## config.mk

```make
export PLATFORM = sky130hd
export DESIGN_NAME = sar_conv_seq
export DESIGN_NICKNAME = d
export VERILOG_FILES = /design/src/rtl/sar_seq_pkg.sv /design/src/rtl/sar_seq_ctrl.sv /design/src/rtl/sar_seq_dpath.sv /design/src/rtl/sar_conv_seq.sv
export SDC_FILE = /design/constraint.sdc
export NUM_CORES = 1
export LEC_CHECK = 0
export ABC_AREA = 1
export ABC_CLOCK_PERIOD_IN_PS = 3300
export BUFFER_PORTS_ARGS = -buffer_cell sky130_fd_sc_hd__clkbuf_2
export CAP_MARGIN = 20
export CELL_PAD_IN_SITES_DETAIL_PLACEMENT = 1
export CELL_PAD_IN_SITES_GLOBAL_PLACEMENT = 1
export CORE_ASPECT_RATIO = 0.7
export CORE_MARGIN = 10
export CORE_UTILIZATION = 40
export CTS_CLUSTER_DIAMETER = 200
export DETAILED_ROUTE_END_ITERATION = 7
export GPL_TIMING_DRIVEN = 0
export PLACE_DENSITY = 0.83
export SKIP_CTS_REPAIR_TIMING = 1
export SLEW_MARGIN = 40
export SYNTH_ARGS = -nofsm -noshare
export SYNTH_HDL_FRONTEND = slang
export SYNTH_SLANG_ARGS = --single-unit
```

## constraint.sdc

```tcl
create_clock -name clk -period 3.3 [get_ports clk]
set_input_delay 0.66 -clock clk [delete_from_list [all_inputs] [get_ports clk]]
set_output_delay 0.66 -clock clk [all_outputs]
set_load 0.02 [all_outputs]
```

## src/rtl/sar_seq_pkg.sv

```systemverilog
package sar_seq_pkg;
  typedef struct packed {
    logic load;   // start accepted: seed MSB trial
    logic trial;  // resolve current bit
    logic xfer;   // last trial: move to output latch, clear register
  } seqStrobe_t;
endpackage

```

## src/rtl/sar_seq_ctrl.sv

```systemverilog
module sar_seq_ctrl
  import sar_seq_pkg::*;
#(
  parameter int DATA_W = 8
) (
  input  logic                       clk,
  input  logic                       rst,
  input  logic                       startStrobe,
  input  logic                       chipSel,
  input  logic                       readEn,
  output seqStrobe_t                 strb,
  output logic [$clog2(DATA_W)-1:0]  bitPos,
  output logic                       busyN,
  output logic                       holdMode,
  output logic                       clkEnable
);
  localparam int IDX_W = $clog2(DATA_W);
  localparam logic [IDX_W-1:0] LAST = IDX_W'(DATA_W - 1);

  logic [IDX_W-1:0] trialCnt;
  logic             startReq;

  assign startReq = startStrobe | (chipSel & readEn);

  always_ff @(posedge clk) begin
    if (rst) begin
      busyN     <= 1'b1;
      holdMode  <= 1'b0;
      clkEnable <= 1'b0;
      trialCnt  <= '0;
    end else if (busyN) begin
      if (startReq) begin
        busyN     <= 1'b0;
        holdMode  <= 1'b1;
        clkEnable <= 1'b1;
        trialCnt  <= '0;
      end
    end else if (trialCnt == LAST) begin
      busyN     <= 1'b1;
      holdMode  <= 1'b0;
      clkEnable <= 1'b0;
      trialCnt  <= '0;
    end else begin
      trialCnt <= trialCnt + 1'b1;
    end
  end

  always_comb begin
    strb.load  = busyN & startReq;
    strb.trial = ~busyN;
    strb.xfer  = ~busyN & (trialCnt == LAST);
    bitPos     = LAST - trialCnt;
  end


  busy_end_chk: assert property (@(posedge clk) disable iff (rst)
    (!busyN && trialCnt == LAST) |=> busyN);


  no_restart_chk: assert property (@(posedge clk) disable iff (rst)
    (!busyN && trialCnt != LAST) |=> (!busyN && trialCnt == $past(trialCnt) + 1'b1));


  hold_match_chk: assert property (@(posedge clk) disable iff (rst)
    holdMode == !busyN);


  clk_en_chk: assert property (@(posedge clk) disable iff (rst)
    clkEnable == !busyN);
endmodule

```

## src/rtl/sar_seq_dpath.sv

```systemverilog
module sar_seq_dpath
  import sar_seq_pkg::*;
#(
  parameter int DATA_W = 8
) (
  input  logic                       clk,
  input  logic                       rst,
  input  seqStrobe_t                 strb,
  input  logic [$clog2(DATA_W)-1:0]  bitPos,
  input  logic                       cmpHigh,
  output logic [DATA_W-1:0]          trialCode,
  output logic [DATA_W-1:0]          result
);
  localparam logic [DATA_W-1:0] MSB_TRIAL = {1'b1, {(DATA_W-1){1'b0}}};

  logic [DATA_W-1:0] decided;

  // keep or drop the bit under test, arm the next lower trial bit
  always_comb begin
    decided = trialCode;
    for (int i = 0; i < DATA_W; i++) begin
      if (i == int'(bitPos))
        decided[i] = cmpHigh;
      else if (i + 1 == int'(bitPos))
        decided[i] = 1'b1;
    end
  end

  always_ff @(posedge clk) begin
    if (rst) begin
      trialCode <= '0;
      result    <= '0;
    end else if (strb.load) begin
      trialCode <= MSB_TRIAL;
    end else if (strb.xfer) begin
      result    <= decided;
      trialCode <= '0;
    end else if (strb.trial) begin
      trialCode <= decided;
    end
  end


  result_hold_chk: assert property (@(posedge clk) disable iff (rst)
    !strb.xfer |=> $stable(result));


  sar_clear_chk: assert property (@(posedge clk) disable iff (rst)
    strb.xfer |=> trialCode == '0);


  msb_seed_chk: assert property (@(posedge clk) disable iff (rst)
    strb.load |=> trialCode == MSB_TRIAL);
endmodule

```

## src/rtl/sar_conv_seq.sv

```systemverilog
module sar_conv_seq
  import sar_seq_pkg::*;
#(
  parameter int DATA_W = 8
) (
  input  logic              clk,
  input  logic              rst,
  input  logic              startStrobe,
  input  logic              chipSel,
  input  logic              readEn,
  input  logic              cmpHigh,
  output logic [DATA_W-1:0] trialCode,
  output logic [DATA_W-1:0] result,
  output logic              busyN,
  output logic              holdMode,
  output logic              clkEnable
);
  localparam int IDX_W = $clog2(DATA_W);

  seqStrobe_t       strb;
  logic [IDX_W-1:0] bitPos;

  sar_seq_ctrl #(.DATA_W(DATA_W)) u_ctrl (
    .clk(clk), .rst(rst), .startStrobe(startStrobe), .chipSel(chipSel),
    .readEn(readEn), .strb(strb), .bitPos(bitPos), .busyN(busyN),
    .holdMode(holdMode), .clkEnable(clkEnable)
  );

  sar_seq_dpath #(.DATA_W(DATA_W)) u_dpath (
    .clk(clk), .rst(rst), .strb(strb), .bitPos(bitPos), .cmpHigh(cmpHigh),
    .trialCode(trialCode), .result(result)
  );
endmodule

```

Word level (Yosys, flattened, before mapping)
Cells that the tools add are included.
W data, S select, Z words.
{"block": "totals", "memories": 0, "ramBits": 0, "latchBits": 0, "mem_bits_ro": 0, "elab_cells": 56, "output_inout_bits": 19, "input_bits": 6, "ff_bits": 21}
{"block": "op_classes", "n_mux": 27, "n_mul": 0, "bitwise": 6, "n_reduce_logical": 5, "shift": 0, "div_mod_pow": 0, "n_lt_le_gt_ge": 0, "eq_ne": 10, "addsub": 2}
{"cell": "$mux W8", "n": 3}
{"cell": "$mux W1", "n": 21}
{"cell": "$eq A3 B3 Y1 const A", "n": 4}
{"cell": "$mux W3", "n": 3}
{"cell": "$eq A2 B3 Y1 const A", "n": 2}
{"cell": "$reduce_and A2 Y1", "n": 2}
{"cell": "$add A3 B1 Y3 const B", "n": 1}
{"cell": "$and A1 B1 Y1", "n": 3}
{"cell": "$eq A1 B3 Y1 const A", "n": 1}
{"cell": "$eq A3 B3 Y1 const B", "n": 1}
{"cell": "$logic_not A3 Y1", "n": 1}
{"cell": "$ne A3 B3 Y1 const B", "n": 1}
{"cell": "$reduce_or A3 Y1", "n": 1}
{"cell": "$sub A3 B3 Y3 const A", "n": 1}
{"cell": "$ne A2 B2 Y1 const B", "n": 1}
{"cell": "$not A1 Y1", "n": 2}
{"cell": "$reduce_bool A2 Y1", "n": 1}
{"cell": "$or A1 B1 Y1", "n": 1}

Logic depth before layout (Yosys ltp)
Gate-level depths: netlist (run 1).
{"block": "logic_depth", "ltp_word": 7, "depth_mapped": 8, "ltp_nobuf": 7}

Modules after synthesis
Synthesis (run 1) repeated with hierarchy kept, for this count alone.
{"block": "hier_totals", "cells_unflattened": 155, "hier_area_um2": 1029.7}
{"module": "sar_seq_dpath", "cells_each": 121, "area_each_um2": 769.5, "instances": 1, "seq_area_each_um2": 320.3}
{"module": "sar_seq_ctrl", "cells_each": 34, "area_each_um2": 260.2, "instances": 1, "seq_area_each_um2": 100.1}

Least setup slack after synthesis (run 1)
No wires, ideal clock.
{"block": "synth_timing", "path_kind": "register -> register", "from": "reg u_ctrl.trialCnt[0]", "to": "reg u_dpath.trialCode[0]", "n_path_buf": 1, "arrival_ns": 1.251, "required_time_ns": 3.184, "slack_ns": 1.933, "setup_ns": 0.116, "period_less_slack_ns": 1.367, "stages_incl_launch_ff": 9, "path_cell_list": "dfxtp_1 ha_1 ha_1 inv_2 nor2_8 nor2_8 buf_12 o211ai_2 nor2_2"}
{"block": "synth_via", "elab_chain_cells": 4, "elab_cells_between_ends": 8, "classes_between": "1 x add/sub; 2 x eq/ne; 2 x mux; 1 x bitwise; 2 x reduce/logical"}
{"element": "start: declaration", "line": "sar_seq_ctrl.sv:20", "rtl": "logic [IDX_W-1:0] trialCnt;"}
{"element": "start signal: assignment", "line": "sar_seq_ctrl.sv:44", "rtl": "trialCnt <= trialCnt + 1'b1;"}
{"element": "$sub A3 B3 Y3", "line": "sar_seq_ctrl.sv:52", "rtl": "bitPos = LAST - trialCnt;"}
{"element": "$eq A2 B3 Y1", "line": "sar_seq_dpath.sv:24", "rtl": "else if (i + 1 == int'(bitPos))"}
{"element": "$mux W1", "line": "sar_seq_dpath.sv:24"}
{"element": "$mux W1", "line": "sar_seq_dpath.sv:22", "rtl": "if (i == int'(bitPos))"}
{"element": "end signal: assignment", "line": "sar_seq_dpath.sv:39", "rtl": "trialCode <= decided;"}
{"element": "end: declaration", "line": "sar_seq_dpath.sv:11", "rtl": "output logic [DATA_W-1:0] trialCode,"}
Several ways; a longest one is shown, not always the timed one.
A chain may end at the register's enable or synchronous reset.

Final worst setup path (run 1)
Same ends and word-level chain as after synthesis.

==> results.md, run 1 <==
* Antenna diodes at 0
* Max-cap violations at 0
* GR Util All Layers at 0.117
* Wire length of the first global-routing pass at ~4800 µm
* Slew at the pin closest to its max-slew limit at between 0.2 and 0.3 ns
* Synthesized area per cell at around 7.9 µm²
* Synth area leader: dfxtp_1
* Vias in the first global route at 1024
* Int Pwr at ~390 µW
* Reg2reg path depth at 8
* Seq cells post-synth at 21
* DIE AREA at 0.00518 mm²
* Setup_tns at 0 ns
* Tot Pwr at approximately 550 µW
* CP Capture Type: register
* Final setup violation count at 0
* Sw power at between 150 and 200 µW
* Largest net degree at the start of global routing at 12
* Synth area leaders: dfxtp_1, nand2_1, nand3_1, ha_1, a21oi_1
* CTS max path bufs at 2
* First drt pass iteration count at 4
* R2r endpoint: u_dpath.trialCode[0]$_SDFFE_PP0N_
* Crit Path Class: register to register
* CP peak stage delay at around 0.43 ns
* Routed vias at 972
* Detailed Route Iter0 Violations at 51
* DIE WIDTH at around 82 µm
* Post-route clock period utilization at 0.479
* IO Port Bufs at 24
* Mapped cell area at 0.00107 mm²
* Yosys top cell area share at 0.393
* CTS tree: yes
* Comb pwr share at 0.191
* Yosys warnings at 0
* Row cnt at 15
* Peak Freq at around 630 MHz
* CTS buffer count at 3
* Crit-path slowest cell: dfxtp_1
* Maximum VDD drop at roughly 0.21 mV
* Seq/Total Area, Yosys at 0.393
* Clk_skew at ~0.0038 ns
* R2R Path Start: u_ctrl.trialCnt[0]$_SDFFE_PP0P_
* Syn Inst Count at about 140
* Setup WS post-layout at around 1.7 ns
* Core box area at ~0.0025 mm²
* DRC at 0
* H-tree Lvls at 1
* CP Launch Type: register
* Crit-path cells: ha_1 > ha_1 > inv_2 > nor2_8 > nor2_8 > buf_12 > o211ai_2 > nor2_2
* Max-slew violation count at 0
* Max layer used: met4
* RSZ-0062 raised after global routing: false
* Clock Latency Late Sink at 0.27 ns
* Finished Layout Cells at ~200
* Post-DP HPWL at roughly 2300 µm
* Die H at about 63 µm
* Slew HR at 0.832
* CTS Root Cell: clkbuf_8
* Required @ worst endpoint at between 3 and 4 ns
* Clk network pwr share at 0.315
* Initial Util at 0.426
* Placed cell count at ~190
* Yosys cell types at 21
* Place WS at ~1.7 ns
* Total global routing overflow at 0
* Clk pin slew, worst setup/hold paths at approximately 0.080 ns
* Seq pwr share at 0.495
* Worst hold slack at 0.464 ns
* Worst min path class: register to register
* Final worst path period need at roughly 1.6 ns
* Detail Route met3 WL at roughly 160 µm
* Sw Share at 0.298
* Area Overhead vs Synth at 19.4%
* Io pins at 25
* Outcome: finished, final reports clean
* CTS Sinks at 21
* CP startpoint: u_ctrl.trialCnt[0]$_SDFFE_PP0P_
* Pwr dens at approximately 430 mW/mm²
* Layout cells sized above 1 at 0.307
* WL per Instance at 14.8 µm
* Leakage at 0.000624 µW
* Initial antenna violation count at 0
* Antenna viol nets, final at 0
* Nets at roughly 180
* Crit path max fanout at 10
* R2r setup slk at roughly 1.7 ns
* Via density at between 4 and 5
* Final Hold Viols at 0
* Crit path to: u_dpath.trialCode[0]$_SDFFE_PP0N_
* Final WL at roughly 3000 µm
* Post-Syn Nets at roughly 150
* Wire length on met1 at about 1400 µm
* Layout fillers at between 300 and 400
* Met2 WL at 1380 µm
* Arrival time at the worst endpoint at about 1.8 ns
* GP Congestion at roughly 0.83
Yosys cell counts:
| library cell | number |
|---|---|
| a21oi_1 | 12 |
| a21oi_2 | 2 |
| buf_12 | 1 |
| buf_2 | 1 |
| buf_4 | 1 |
| buf_6 | 1 |
| dfxtp_1 | 21 |
| ha_1 | 6 |
| inv_1 | 14 |
| inv_2 | 3 |
| nand2_1 | 26 |
| nand2_2 | 8 |
| nand3_1 | 16 |
| nand3_2 | 2 |
| nor2_1 | 2 |
| nor2_2 | 1 |
| nor2_8 | 2 |
| o211ai_2 | 1 |
| o21ai_0 | 2 |
| o21ai_1 | 12 |
| or2_1 | 1 |
cell type report:
class	instances	area, µm²	share of cell area
timing repair buffer	24	120	0.0939
buffer	4	43.8	0.0342
sequential	21	420	0.329
tap	34	42.5	0.0333
multi-input combinational	93	543	0.425
inverter	17	63.8	0.0499
clock buffer	4	45.0	0.0352
worst max-delay path: cells and delay by family (launching register included):
| kind | cells | cell delay [ns] |
|---|---|---|
| flops | 1 | 0.43 |
| simple gates | 3 | 0.28 |
| fa+ha+maj | 2 | 0.46 |
| compound gates | 1 | 0.07 |
| buf+inv | 2 | 0.24 |
sequential cells by signal, indices dropped and copies added (netlist names):
register and count:
u_ctrl.holdMode 1, u_dpath.trialCode 8, u_ctrl.busyN 1, u_dpath.result 8
u_ctrl.trialCnt 3
stage by stage:
step	cell area (µm²)	util
6_report	1280	0.508
5_1_grt	1280	0.508
4_1_cts	1280	0.508
3_5_place_dp	1230	0.491
3_3_place_gp	1230	0.491
2_1_floorplan	1070	-
logic make-up (layout without fill, tap and decap cells):
group | Yosys count | after routing | synth area share
compound gates | 29 | 29 | 0.150
fa+ha+maj | 6 | 6 | 0.0701
buf+inv | 21 | 49 | 0.100
flops | 21 | 21 | 0.393
simple gates | 58 | 58 | 0.287
cells in the final DEF, fill, tap and decap left out, drive strengths merged:
cell,netlist,final
o211ai,1,1
or2,1,1
nor2,5,5
ha,6,6
buf,4,4
a21oi,14,14
clkbuf,0,28
inv,17,17
o21ai,14,14
nand3,18,18
dfxtp,21,21
nand2,34,34
routing by layer:
layer,vias up,global-route usage
li1,493,-
met2,16,0.198
met4,0,0.0233
met1,461,0.137
met3,2,0.0425
met5,-,0
power groups by stage:
stage | Sequential (µW) | Clock [µW] | Combinational (µW)
global placement | 277 | 0 | 103
finish | 272 | 173 | 105
global route | 274 | 191 | 117
detailed placement | 278 | 0 | 106
CTS | 272 | 178 | 107
floorplan | 287 | 0 | 63.2
worst min-delay path by stage:
stage | slack, ns | cells past startpoint | to | startpoint
2_1_floorplan | 0.48 | 1 | u_ctrl.trialCnt[0]$_SDFFE_PP0P_ | u_ctrl.trialCnt[0]$_SDFFE_PP0P_
3_5_place_dp | 0.46 | 2 | u_dpath.result[7]$_SDFFE_PP0P_ | u_dpath.result[7]$_SDFFE_PP0P_
5_1_grt | 0.49 | 2 | u_dpath.result[7]$_SDFFE_PP0P_ | u_dpath.result[7]$_SDFFE_PP0P_
4_1_cts | 0.47 | 2 | u_dpath.result[7]$_SDFFE_PP0P_ | u_dpath.result[7]$_SDFFE_PP0P_
6_report | 0.46 | 2 | u_dpath.result[7]$_SDFFE_PP0P_ | u_dpath.result[7]$_SDFFE_PP0P_
3_3_place_gp | 0.45 | 2 | u_dpath.result[1]$_SDFFE_PP0P_ | u_dpath.result[1]$_SDFFE_PP0P_
(Power assumes the default switching activity.)
==> inputs of run 2 (changes only) <==
ABC_AREA = 0   (was 1)
ABC_CLOCK_PERIOD_IN_PS = 1300   (was 3300)
CORE_UTILIZATION = 35   (was 40)
PLACE_DENSITY = 0.75   (was 0.83)
clock period = 1.3 ns   (was 3.3 ns; I/O delays follow)
==> results.md, run 2 <==
* CP Launch Type: register
* Post-Synth Adder-Cell Area at 0.0677 (-0.00237)
* First drt pass iteration count at 4 (unchanged)
* Peak Freq at 670 MHz (+5.9%)
* Post-synthesis compound-gate area fraction at 0.270 (+0.120)
* Initial Util at 0.382 (-0.0440)
* Worst min path class: input port to register
* FF+latch area at 432 µm² (+2.7%)
* Crit path max-delay family: flip-flops
* DRC at 0 (unchanged)
* Final setup violation count at 16 (+16)
* Most frequent cell after synthesis: dfxtp_1
* Via density at 5.46 (+11%)
* Layout fillers at 323 (-1.2%)
* Required @ worst endpoint at 1.47 ns (-1.99 ns)
* Synth area leaders: dfxtp_1, ha_1, nand2_1, a21oi_1, a2111oi_2
* R2R Path Start: u_ctrl.trialCnt[0]$_SDFFE_PP0P_
* CP peak stage delay at 0.39 ns (-0.04 ns)
* CTS Sinks at 21 (unchanged)
* RSZ-0062 raised after global routing: true
* Synth Area in Simple Gates at 0.203 (-0.0842)
* CP Capture Type: register
* Setup WS post-layout at -0.193 ns (-1.91 ns)
* R2r endpoint: u_dpath.trialCode[7]$_SDFFE_PP0P_
* DIE WIDTH at 87.3 µm (+6.6%)
* CTS Root Cell: clkbuf_8
* Layout cells sized above 1 at 0.506 (+0.199)
* Crit-path cells: clkinvlp_4 > ha_4 > and2b_1 > mux2i_1 > o41ai_2
* Sw Share at 0.289 (-0.00862)
* Failing checks: setup timing
* Yosys warnings at 0 (unchanged)
* Clk_skew at 0.00408 ns (+0.000257 ns)
* Clk network pwr share at 0.324 (+0.009)
* Vias in the first global route at 1071 (+4.6%)
* Synthesized area per cell at 9.01 µm² (+14%)
* Number of synthesized flops with an enable pin at 0 (unchanged)
* Synth area leader: dfxtp_1
* WL per Instance at 19.7 µm (+32%)
* Int Pwr at 976 µW (+150%)
* Area after DPL at 0.00127 mm² (+3.3%)
* Die H at 67.1 µm (+6.0%)
* Outcome: complete, but fails checks
* Most common cell after layout, fill and taps aside: clkbuf_2
* Post-synth ARST share at 0 (unchanged)
* Total global routing overflow at 0 (unchanged)
* Tot Pwr at 1370 µW (+150%)
* Reg2reg path depth at 5 (-3)
* Slew at the pin closest to its max-slew limit at 0.558 ns (+0.306 ns)
* Pwr dens at 850 mW/mm² (+97%)
* DIE AREA at 0.00585 mm² (+13%)
* GP Congestion at 0.748 (-10%)
* Area of the multi-input gates at 792 µm² (+46%)
* Seq pwr share at 0.489 (-0.006)
* Top Registers: u_dpath.result: 8 flops, u_dpath.trialCode: 8 flops, u_ctrl.trialCnt: 3 flops
* Leakage at 0.000627 µW (+0.46%)
* Maximum VDD drop at 0.393 mV (+86%)
* Syn Inst Count at 123 (-8.9%)
* Max layer used: met4
* Post-Syn Nets at 135 (-8.2%)
* Io pins at 25 (unchanged)
* Commonest cells after routing, fill and taps aside: clkbuf_2, dfxtp_1, nand2_1
* Yosys top cell area share at 0.379 (-0.0133)
* Setup_tns at -1.32 ns (-1.32 ns)
* Nets at 175 (-0.57%)
* Min-delay src: startStrobe
* Post-route clock period utilization at 1.15 (+0.669)
* CTS buffer count at 3 (unchanged)
* Worst Path Buf+Inv at 1 (-1)
* Post-DP HPWL at 2400 µm (+5.8%)
* Seq cells post-synth at 21 (unchanged)
* Core box area at 0.00290 mm² (+15%)
* Antenna diodes at 0 (unchanged)
* Synth Flop Type: dfxtp_1
* Final Hold Viols at 0 (unchanged)
* Final worst path period need at 1.49 ns (-0.0886 ns)
* Slew HR at 0.628 (-0.204)
* Met2 WL at 1840 µm (+33%)
* Routed vias at 1082 (+11%)
* Comb pwr share at 0.187 (-0.004)
* Final instance area at 0.00162 mm² (+26%)
* Crit-path slowest cell: dfxtp_4
* Mux contribution to synthesized area at 0.00903 (+0.00903)
* IO Port Bufs at 23 (-4.2%)
* R2r setup slk at -0.19 ns (-1.91 ns)
* Synth top cells by count: dfxtp_1, nand2_1, a21oi_1
* Detail Route met3 WL at 225 µm (+41%)
* Clock Latency Late Sink at 0.27 ns (about the same)
* Mapped cell area at 0.00111 mm² (+3.5%)
* CTS max path bufs at 2 (unchanged)
* Area Overhead vs Synth at 45.8%
* Row cnt at 16 (+1)
* CTS tree: yes
* H-tree Lvls at 1 (unchanged)
* Largest family of logic cells by synthesized area: compound AO/OA/AOI/OAI gates
* Wire length of the first global-routing pass at 5360 µm (+11%)
* Sw power at 398 µW (+140%)
* Clk pin slew, worst setup/hold paths at 0.08 ns (about the same)
* Max-cap violations at 0 (unchanged)
* Yosys cell types at 41 (+95%)
* Crit Path Class: register to register
* Detailed Route Iter0 Violations at 34 (-33%)
* Arrival time at the worst endpoint at 1.67 ns (-0.08 ns)
* Seq/Total Area, Yosys at 0.379 (-0.0133)
* Wire length on met1 at 1760 µm (+29%)
* Hold Path Sink: u_ctrl.trialCnt[1]$_SDFFE_PP0P_
* Crit path max fanout at 5 (-5)
* GR Util All Layers at 0.114 (-0.00315)
* Largest net degree at the start of global routing at 12 (unchanged)
* Max-slew violation count at 0 (unchanged)
* Initial antenna violation count at 0 (unchanged)
* Final WL at 3890 µm (+33%)
* Worst hold stages at 4 (+2)
* Antenna viol nets, final at 0 (unchanged)
* XOR/XNOR Fraction of Synth Area at 0 (unchanged)
run 2: cell types whose count changed in the layout (fill, tap and decap cells not counted), moves of 4 or more:
| cell | delta |
|---|---|
| nor2_1 | +4 |
| ha_4 | +6 |
| buf_4 | +11 |
| nand2_2 | -7 |
| o21ai_1 | -9 |
| a21oi_1 | -4 |
| ha_1 | -6 |
| inv_1 | -11 |
| nand3_1 | -11 |
| nand2_1 | -10 |
| o211ai_1 | +5 |
run 2: cell type report:
class                   instances  area share
inverters                       6      0.0186
multi-input cells              88       0.490
flip-flops and latches         21       0.267
clock buffers                   4      0.0279
plain buffers                   8      0.0433
well taps                      36      0.0279
repair buffers                 35       0.125
run 2: through the flow:
stage	hold WS, ns	setup WS, ns	utilization	cells
3_3_place_gp	0.442	-0.225	0.439	182
3_5_place_dp	0.448	-0.305	0.439	182
4_1_cts	0.332	-0.312	0.455	186
6_report	0.332	-0.193	0.557	198
2_1_floorplan	0.396	-0.0180	-	123
5_1_grt	0.350	-0.275	0.557	198
run 2: how the worst max path moves through the flow:
stage / slack, ns / startpoint / end / cells past startpoint
detailed placement: -0.30 / u_ctrl.trialCnt[1]$_SDFFE_PP0P_ / u_dpath.trialCode[0]$_SDFFE_PP0N_ / 5
finish: -0.19 / u_ctrl.trialCnt[0]$_SDFFE_PP0P_ / u_dpath.trialCode[7]$_SDFFE_PP0P_ / 5
global route: -0.28 / u_ctrl.trialCnt[0]$_SDFFE_PP0P_ / u_dpath.trialCode[7]$_SDFFE_PP0P_ / 5
global placement: -0.22 / u_ctrl.trialCnt[0]$_SDFFE_PP0P_ / u_dpath.trialCode[0]$_SDFFE_PP0N_ / 5
floorplan: -0.02 / u_ctrl.trialCnt[0]$_SDFFE_PP0P_ / u_dpath.result[4]$_SDFFE_PP0P_ / 6
CTS: -0.31 / u_ctrl.trialCnt[0]$_SDFFE_PP0P_ / u_dpath.trialCode[0]$_SDFFE_PP0N_ / 5
run 2: power groups by stage:
stage	Combinational (µW)	Clock, µW	Sequential, µW
2_1_floorplan	115	0	698
3_3_place_gp	185	0	685
3_5_place_dp	190	0	687
4_1_cts	191	453	671
5_1_grt	273	475	674
6_report	257	445	672
run 2: routing by layer:
metal | GRT usage | up-vias
met5 | 0 | -
li1 | - | 517
met2 | 0.174 | 26
met4 | 0.0357 | 0
met1 | 0.143 | 532
met3 | 0.0462 | 7
run 2: cells by family (layout without fill, tap and decap cells):
family,Yosys count,count (layout)
adder cells (fa/ha/maj),6,6
flip-flops,21,21
AO/OA/AOI/OAI,37,37
multiplexers,1,1
AND/OR/NAND/NOR,44,44
buffers and inverters,14,53
run 2: worst min-delay path, cell delays in order:
cell and delay (ns):
clkbuf_2 0.10, a21oi_2 0.07, nand3_1 0.08, a21oi_1 0.06
==> inputs of run 3 (changes only) <==
MAX_ROUTING_LAYER = met4   (was default)
==> results.md, run 3 (synthesis results as in run 2) <==
* Outcome: complete, but fails checks
* Failing checks: setup timing
* Total global routing overflow at 0 (unchanged)
* Commonest cells after routing, fill and taps aside: clkbuf_2, dfxtp_1, nand2_1
* Finished Layout Cells at 198 (unchanged)
* Core box area at 0.00290 mm² (unchanged)
* Initial antenna violation count at 0 (unchanged)
* Final Hold Viols at 0 (unchanged)
* CTS Sinks at 21 (unchanged)
* Wire length of the first global-routing pass at 5360 µm (unchanged)
* Slew HR at 0.631 (+0.00312)
* GR Util All Layers at 0.117 (+0.00323)
* Maximum VDD drop at 0.392 mV (-0.24%)
* Worst min path class: input port to register
* CTS Root Cell: clkbuf_8
* Post-route clock period utilization at 1.15 (+0.00304)
* Largest net degree at the start of global routing at 12 (unchanged)
* CP peak stage delay at 0.39 ns (about the same)
* GP Congestion at 0.758 (+1.3%)
* CP Launch Type: register
* Io pins at 25 (unchanged)
* Final setup violation count at 16 (unchanged)
* Max-slew violation count at 0 (unchanged)
* Crit path max-delay family: flip-flops
* H-tree Lvls at 1 (unchanged)
* Antenna diodes at 0 (unchanged)
* Post-DP HPWL at 2400 µm (unchanged)
* Clk_skew at 0.00479 ns (+0.000713 ns)
* Vias in the first global route at 1071 (unchanged)
* Layout cells sized above 1 at 0.506 (unchanged)
* DIE AREA at 0.00585 mm² (unchanged)
* Final worst path period need at 1.50 ns (+0.00395 ns)
* Pwr dens at 848 mW/mm² (-0.17%)
* RSZ-0062 raised after global routing: true
* Most common cell after layout, fill and taps aside: clkbuf_2
* Crit Path Class: register to register
* Nets at 175 (unchanged)
* Peak Freq at 668 MHz (-0.26%)
* Detailed Route Iter0 Violations at 58 (+71%)
* CTS max path bufs at 2 (unchanged)
* Max-cap violations at 0 (unchanged)
* WL per Instance at 19.7 µm (+0.23%)
* Top Registers: u_dpath.result: 8 flops, u_dpath.trialCode: 8 flops, u_ctrl.trialCnt: 3 flops
* DRC at 0 (unchanged)
* Clk pin slew, worst setup/hold paths at 0.08 ns (about the same)
* Required @ worst endpoint at 1.47 ns (about the same)
* Area after DPL at 0.00127 mm² (unchanged)
* Final instance area at 0.00162 mm² (unchanged)
* CP Capture Type: register
* Layout fillers at 323 (unchanged)
* Crit-path cells: clkinvlp_4 > ha_4 > and2b_1 > mux2i_1 > o41ai_2
* Worst hold slack at 0.333 ns (+0.00156 ns)
* Arrival time at the worst endpoint at 1.67 ns (about the same)
* Via density at 5.44 (-0.46%)
* Crit path max fanout at 5 (unchanged)
* Clock Latency Late Sink at 0.27 ns (about the same)
* Routed vias at 1077 (-0.46%)
* CTS buffer count at 3 (unchanged)
* Placed cell count at 182 (unchanged)
* DIE WIDTH at 87.3 µm (unchanged)
* First drt pass iteration count at 4 (unchanged)
* IO Port Bufs at 23 (unchanged)
* Slew at the pin closest to its max-slew limit at 0.553 ns (-0.00467 ns)
* Final WL at 3900 µm (+0.23%)
* Core Util, Final at 0.557 (unchanged)
* Area Overhead vs Synth at 45.8% (unchanged)
* Antenna viol nets, final at 0 (unchanged)
* Crit-path slowest cell: dfxtp_4
* Worst Path Buf+Inv at 1 (unchanged)
* Initial Util at 0.382 (unchanged)
* Leakage at 0.000627 µW (unchanged)
* Die H at 67.1 µm (unchanged)
* Setup WS post-layout at -0.197 ns (-0.00395 ns)
* Row cnt at 16 (unchanged)
* CTS tree: yes
-- run 3: cell counts in the layout (fill, tap and decap cells not counted) --
No cell type changed its count.
-- run 3: through the flow --
stage | setup WS [ns] | power [µW] | setup TNS [ns]
5_1_grt | -0.275 | 1420 | -2.46
3_3_place_gp | -0.225 | 869 | -2.35
3_5_place_dp | -0.305 | 877 | -3.67
2_1_floorplan | -0.0180 | 813 | -0.0283
6_report | -0.197 | 1370 | -1.35
4_1_cts | -0.312 | 1320 | -3.95
-- run 3: worst min-delay path, delay by kind of cell --
family,cells,cell delay (ns)
compound gates,2,0.13
simple gates,1,0.08
buf+inv,1,0.10
-- run 3: where the power goes --
part / switching [µW] / internal (µW) / leakage [µW]
registers: 17.5 / 654 / 0.000173
logic: 155 / 103 / 0.000431
clock network: 223 / 219 / 0.0000228
total: 395 / 976 / 0.000627
-- run 3: layer usage --
metal / global-route usage / wire (µm)
met5: - / 0
met3: 0.0389 / 170
met4: 0.0357 / 35
met2: 0.174 / 1870
met1: 0.147 / 1820
-- run 3: worst paths after layout --
kind                                        start                                 to  slack [ns]  cells after the start
hold / removal                        startStrobe    u_ctrl.trialCnt[1]$_SDFFE_PP0P_        0.33                      4
setup / recovery  u_ctrl.trialCnt[0]$_SDFFE_PP0P_  u_dpath.trialCode[7]$_SDFFE_PP0P_       -0.20                      5
hold reg to reg    u_dpath.result[0]$_SDFFE_PP0P_     u_dpath.result[0]$_SDFFE_PP0P_        0.45                      2
setup reg to reg  u_ctrl.trialCnt[0]$_SDFFE_PP0P_  u_dpath.trialCode[7]$_SDFFE_PP0P_       -0.20                      5
-- run 3: area by class of cell --
class                           count  area (µm²)  share of cell area
Multi-Input combinational cell     88         792               0.490
Sequential cell                    21         432               0.267
Timing Repair Buffer               35         203               0.125
Buffer                              8        70.1              0.0433
Clock buffer                        4        45.0              0.0279
Tap cell                           36        45.0              0.0279
Inverter                            6        30.0              0.0186
